File: src/rtl/pwm_pkg.sv
package pwm_pkg;
  localparam int unsigned CH_W_DEF  = 8;
  localparam int unsigned DEPTH_DEF = 256;
  localparam int unsigned RLD_W_DEF = 16;
endpackage

File: src/rtl/pwm_tick_timer.sv
module pwm_tick_timer #(
  parameter int unsigned RLD_W = 16
) (
  input  logic             clk,
  input  logic             rst_n,
  input  logic             en,
  input  logic [RLD_W-1:0] reload,
  output logic             tick,
  output logic [RLD_W-1:0] cnt_q
);
  logic [RLD_W-1:0] cnt_d;

  always_comb begin
    tick  = en && (cnt_q == '0);
    cnt_d = cnt_q;
    if (en) begin
      if (cnt_q == '0) cnt_d = reload;
      else             cnt_d = cnt_q - 1'b1;
    end
  end

  always_ff @(posedge clk or negedge rst_n) begin
    if (!rst_n) cnt_q <= '0;
    else if (en) cnt_q <= cnt_d;
  end
endmodule

File: src/rtl/pwm_pattern_buf.sv
module pwm_pattern_buf #(
  parameter int unsigned CH_W  = 8,
  parameter int unsigned DEPTH = 256,
  localparam int unsigned AW   = $clog2(DEPTH)
) (
  input  logic            clk,
  input  logic            we,
  input  logic [AW-1:0]   waddr,
  input  logic [CH_W-1:0] wdata,
  input  logic [AW-1:0]   raddr,
  output logic [CH_W-1:0] rdata
);
  logic [CH_W-1:0] mem [DEPTH];

  for (genvar g = 0; g < DEPTH; g++) begin : g_row
    always_ff @(posedge clk) begin
      if (we && (waddr == AW'(g))) mem[g] <= wdata;
    end
  end

  assign rdata = mem[raddr];
endmodule

File: src/rtl/pwm_play_index.sv
module pwm_play_index #(
  parameter int unsigned AW = 8
) (
  input  logic          clk,
  input  logic          rst_n,
  input  logic          tick,
  input  logic [AW-1:0] len_m1,
  output logic [AW-1:0] idx_q
);
  logic [AW-1:0] idx_d;

  always_comb begin
    idx_d = idx_q;
    if (tick) begin
      if (idx_q >= len_m1) idx_d = '0;
      else                 idx_d = idx_q + 1'b1;
    end
  end

  always_ff @(posedge clk or negedge rst_n) begin
    if (!rst_n) idx_q <= '0;
    else if (tick) idx_q <= idx_d;
  end
endmodule

File: src/rtl/pattern_pwm_gen.sv
module pattern_pwm_gen #(
  parameter int unsigned CH_W  = pwm_pkg::CH_W_DEF,
  parameter int unsigned DEPTH = pwm_pkg::DEPTH_DEF,
  parameter int unsigned RLD_W = pwm_pkg::RLD_W_DEF,
  localparam int unsigned AW   = $clog2(DEPTH)
) (
  input  logic             clk,
  input  logic             rst_n,
  input  logic             en,
  input  logic             buf_we,
  input  logic [AW-1:0]    buf_addr,
  input  logic [CH_W-1:0]  buf_wdata,
  input  logic             cfg_we,
  input  logic [RLD_W-1:0] cfg_reload,
  input  logic [AW-1:0]    cfg_len_m1,
  output logic [CH_W-1:0]  pwm_out
);
  logic [1:0]       rst_sync_q;
  logic             rst_sync_n;
  logic [RLD_W-1:0] reload_q;
  logic [AW-1:0]    len_m1_q;
  logic             tick;
  logic [RLD_W-1:0] cnt_q;
  logic [AW-1:0]    idx_q;
  logic [CH_W-1:0]  rd_byte;
  logic [CH_W-1:0]  out_d;

  always_ff @(posedge clk or negedge rst_n) begin
    if (!rst_n) rst_sync_q <= 2'b00;
    else        rst_sync_q <= {rst_sync_q[0], 1'b1};
  end
  assign rst_sync_n = rst_sync_q[1];

  always_ff @(posedge clk or negedge rst_sync_n) begin
    if (!rst_sync_n) begin
      reload_q <= '0;
      len_m1_q <= '0;
    end else if (cfg_we) begin
      reload_q <= cfg_reload;
      len_m1_q <= cfg_len_m1;
    end
  end

  pwm_tick_timer #(.RLD_W(RLD_W)) u_timer (
    .clk(clk), .rst_n(rst_sync_n), .en(en), .reload(reload_q),
    .tick(tick), .cnt_q(cnt_q)
  );

  pwm_play_index #(.AW(AW)) u_index (
    .clk(clk), .rst_n(rst_sync_n), .tick(tick), .len_m1(len_m1_q),
    .idx_q(idx_q)
  );

  pwm_pattern_buf #(.CH_W(CH_W), .DEPTH(DEPTH)) u_buf (
    .clk(clk), .we(buf_we), .waddr(buf_addr), .wdata(buf_wdata),
    .raddr(idx_q), .rdata(rd_byte)
  );

  always_comb begin
    out_d = pwm_out;
    if (tick) out_d = rd_byte;
  end

  always_ff @(posedge clk or negedge rst_sync_n) begin
    if (!rst_sync_n) pwm_out <= '0;
    else if (tick)   pwm_out <= out_d;
  end
endmodule

File: config.mk
export PLATFORM = sky130hd
export DESIGN_NAME = pattern_pwm_gen
export DESIGN_NICKNAME = d
export VERILOG_FILES = /design/src/rtl/pwm_pkg.sv /design/src/rtl/pwm_tick_timer.sv /design/src/rtl/pwm_pattern_buf.sv /design/src/rtl/pwm_play_index.sv /design/src/rtl/pattern_pwm_gen.sv
export SDC_FILE = /design/constraint.sdc
export NUM_CORES = 2
export LEC_CHECK = 0
export BUFFER_PORTS_ARGS = -buffer_cell sky130_fd_sc_hd__buf_4
export CAP_MARGIN = 0
export CELL_PAD_IN_SITES_DETAIL_PLACEMENT = 0
export CELL_PAD_IN_SITES_GLOBAL_PLACEMENT = 1
export CORE_MARGIN = 1.5
export CORE_UTILIZATION = 40
export CTS_BUF_LIST = sky130_fd_sc_hd__clkbuf_8 sky130_fd_sc_hd__clkbuf_16
export CTS_CLUSTER_SIZE = 28
export DETAILED_ROUTE_END_ITERATION = 8
export PLACE_DENSITY = 0.71
export SLEW_MARGIN = 20
export SYNTH_ARGS = -nofsm -noshare
export SYNTH_HDL_FRONTEND = slang
export SYNTH_SLANG_ARGS = --single-unit
File: constraint.sdc
create_clock -name clk -period 1.82 [get_ports clk]
set_clock_uncertainty 0.05 [all_clocks]
set_input_delay 0.091 -clock clk [delete_from_list [all_inputs] [get_ports clk]]
set_output_delay 0.091 -clock clk [all_outputs]
set_load 0.01 [all_outputs]
==> metrics.txt <==
outcome=finished with violations; failing checks=setup timing; vias in the first global route=45,548; Max-cap violations=0; Worst Path Required=about 2.5 ns; CTS root buf=clkbuf_16; FF+latch count, synth=2,106; Detail Placement HPWL=about 140,000 µm; Slew headroom=between 30% and 40%; die height=458.1 µm; clock tree buffer depth=3; Worst Setup End Kind=flop; CP peak stage delay=approximately 0.54 ns; share of cells above drive strength 1=between 30% and 40%; fillers=about 16,000; worst r2r src=u_index.idx_q[0]$_DFFE_PN0P_; first-pass GRT wire length=between 300,000 and 400,000 µm; total CTS buffers=just over 200; worst path bufs/invs=3; critical path class=reg2reg; vias=about 46,000; Worst VDD drop=~1000 µV; Levels on crit path=10; Die W=458.1 µm; register area share after synthesis=roughly 76%; Initial Utilization=between 40 and 50%; Main synth FF type=edfxtp_1; cell family with most CP delay=multiplexers; grt total ovfl=0; First-pass DRT Iterations=6; Clock Pin Slew Worst Setup and Hold Paths=roughly 0.060 ns; initial antenna violation count=2; critical path's slowest cell=mux4_2; CTS tree=done; clock sink count=around 2,100; Pins Over Slew Limit=0; Critical Path Sink=pwm_out[5]$_DFFE_PN0P_; worst hold start=buf_addr[7]; Initial DRC Count=a little over 5,000; FP Rows=between 150 and 200; setup tns final=-26.44 ns; EDFF count, synth=between 2,000 and 2,500; Post-Synthesis Net Count=roughly 4,300; Final Cycle Share=172.2%; Routed WL=225,100 µm; placed instance area=just over 90,000 µm²; R2R depth=10; pin count of the biggest net entering global routing=89; fin nets=approximately 5,200; Min Clock Period, post-route=roughly 3.1 ns; Yosys Warn Count=0; via/cell ratio=between 5 and 6; Avg Synthesized Cell Area=between 15 and 20 µm²; crit path from=u_index.idx_q[0]$_DFFE_PN0P_; worst hold path class=in2reg; LEAKAGE=between 30 and 40 nW; WL/cell=28.04 µm; crit path DAT=~3.8 ns; total track usage=a little over a fifth; num ports=53; placer congestion estimate=roughly 0.88; actual slew at the worst max-slew pin=between 0.9 and 1 ns; crit-path max FO=8; post-route cell area=102,900 µm²; setup ws final=-1.314 ns; cells along the critical path=buf_12 > buf_16 > buf_16 > mux4_2 > mux4_2 > mux2_4 > a21oi_4 > nor4_2 > a211oi_2 > o21ai_1; Core ar.=205,200 µm²; crit start category=flop; Clk Latency, worst-skew pair=slightly below 0.9 ns; Antenna Nets Post-Route=0; unrepaired setup endpoints after global routing=yes; Post-Syn Area=roughly 83,000 µm²; Port Buffers=between 50 and 60; PwrDens=between 900 and 1000 nW/µm²; fmax=319.1 MHz; Final setup viols=32; Residual DRC=0; final core occ=between 50% and 60%; Mapped Cells=around 4,300; r2r setup slk=-1.31 ns; Distinct cells, synth=59; Die ar.=approximately 210,000 µm²; Layout area overhead=24.25%; Hold Fails Final Rpt=0; H-tree depth=4; Async SR Flop Fraction=2.754%; Worst R2R End=pwm_out[5]$_DFFE_PN0P_
through the flow:
step	instances	hold WS, ns	setup slack (ns)	total power, mW
after floorplan	4259	-0.2546	-0.7700	56.15
after global placement	7485	-0.1762	-1.904	58.09
after detailed placement	7485	-0.1740	-1.846	58.18
after CTS	8011	0.0005519	-1.322	101.1
after global routing	8026	0.04875	-1.389	103.2
final	8027	0.04254	-1.314	100.6
where the power goes:
part,switching (mW),leakage [nW],internal (mW)
sequential,0.163,19.1,53.4
clock,18.3,3.47,24.6
combinational,2.34,14.0,1.79
total,20.8,36.6,79.8
metal layers:
| layer | global-route usage [%] | up-vias | share of wire [%] |
|---|---|---|---|
| met1 | 29.22 | 23994 | 41 |
| met2 | 34.55 | 1877 | 49 |
| met5 | 0 | - | 0.0053 |
| li1 | - | 19467 | - |
| met3 | 3.273 | 346 | 7.4 |
| met4 | 7.053 | 2 | 3.3 |
placed cells by master, fill, tap and decap left out, types with 31 or more instances in the layout:
master            n
clkinv_1         38
clkbuf_16       207
inv_1            60
edfxtp_1       2048
dlygate4sd3_1    91
buf_12          137
o21ai_0          31
nor3_1           31
mux2i_1         367
o221ai_2         32
dfrtp_1          49
a21oi_1          96
buf_4           665
mux4_2          351
o221ai_1        146
nor2_1          257
o22ai_1          84
nor2_2           57
nand2_1          73
how the worst min path moves through the flow:
stage                     cells past startpoint  slack [ns]                           to
after floorplan                               0       -0.25      rst_sync_q[0]$_DFF_PN0_
after global placement                        1       -0.18      rst_sync_q[0]$_DFF_PN0_
after detailed placement                      1       -0.17      rst_sync_q[0]$_DFF_PN0_
after CTS                                     4      0.0006  u_buf.mem[202][5]$_DFFE_PP_
after global routing                          4        0.05  u_buf.mem[202][5]$_DFFE_PP_
final                                         4        0.04  u_buf.mem[202][5]$_DFFE_PP_
registers in the layout, indices dropped and copies added (netlist names):
name           cells
u_buf.mem       2048
reload_q          16
u_timer.cnt_q     16
len_m1_q           8
pwm_out            8
u_index.idx_q      8
rst_sync_q         2
worst reg2reg max path, cell delays in order, from the launching register on:
cell,delay (ns)
dfrtp_4,0.50
buf_12,0.13
buf_16,0.14
buf_16,0.17
mux4_2,0.53
mux4_2,0.54
mux2_4,0.33
a21oi_4,0.23
nor4_2,0.07
a211oi_2,0.22
o21ai_1,0.09
timing repair:
action,4_1_cts,5_1_grt
pin swaps,43,32
endpoints found under the hold margin,1663,0
endpoints found under the setup margin,33,85
gates resized for setup,205,88
hold buffers,91,0
cloned,19,2
buffers inserted,48,17
cell usage after synthesis, types with 3 or more instances:
cell / count / area share (%)
edfxtp_1: 2048 / 74
mux2i_1: 377 / 4.6
mux4_2: 351 / 9.5
nor2_1: 321 / 1.5
o221ai_1: 178 / 1.9
clkbuf_1: 127 / 0.58
a21oi_1: 113 / 0.68
o22ai_1: 92 / 0.69
nand2_1: 81 / 0.37
nor3_1: 59 / 0.36
dfrtp_1: 58 / 1.8
o21ai_0: 57 / 0.34
nand3_1: 46 / 0.28
buf_6: 41 / 0.56
buf_2: 38 / 0.23
mux2_2: 32 / 0.43
buf_4: 27 / 0.24
buf_1: 20 / 0.091
nor2b_1: 20 / 0.15
a211oi_1: 18 / 0.16
inv_1: 17 / 0.077
a22oi_1: 16 / 0.14
nand2b_1: 16 / 0.12
ha_1: 11 / 0.17
nand4_1: 11 / 0.083
nor4_1: 7 / 0.053
or3_1: 7 / 0.053
a222oi_1: 6 / 0.072
a22o_1: 5 / 0.053
a31oi_1: 5 / 0.038
buf_8: 5 / 0.091
o41ai_1: 5 / 0.053
a21o_1: 4 / 0.036
o211ai_1: 4 / 0.036
and3_1: 3 / 0.023
or2_2: 3 / 0.023
or4_1: 3 / 0.027
cell type report:
| class | count | area [µm²] | share of cell area (%) |
|---|---|---|---|
| clock buffers | 210 | 5199 | 5.051 |
| multi-input cells | 1876 | 19600 | 19.04 |
| clock inverters | 160 | 1612 | 1.566 |
| diodes | 1 | 2.502 | 0.002431 |
| flip-flops and latches | 2106 | 62970 | 61.18 |
| repair buffers | 967 | 10100 | 9.815 |
| well taps | 2688 | 3363 | 3.267 |
| inverters | 19 | 86.33 | 0.08387 |
kinds of logic (layout without fill, tap and decap cells):
family	count (synthesis)	count (layout)	synth area share (%)
AO/OA/AOI/OAI	519	519	4.365
multiplexers	760	760	14.53
buffers and inverters	277	1356	1.874
adder cells (fa/ha/maj)	11	11	0.1661
AND/OR/NAND/NOR	585	585	3.073
other	1	2	0.004526
flip-flops	2106	2106	75.99
(Power assumes the default switching activity.)
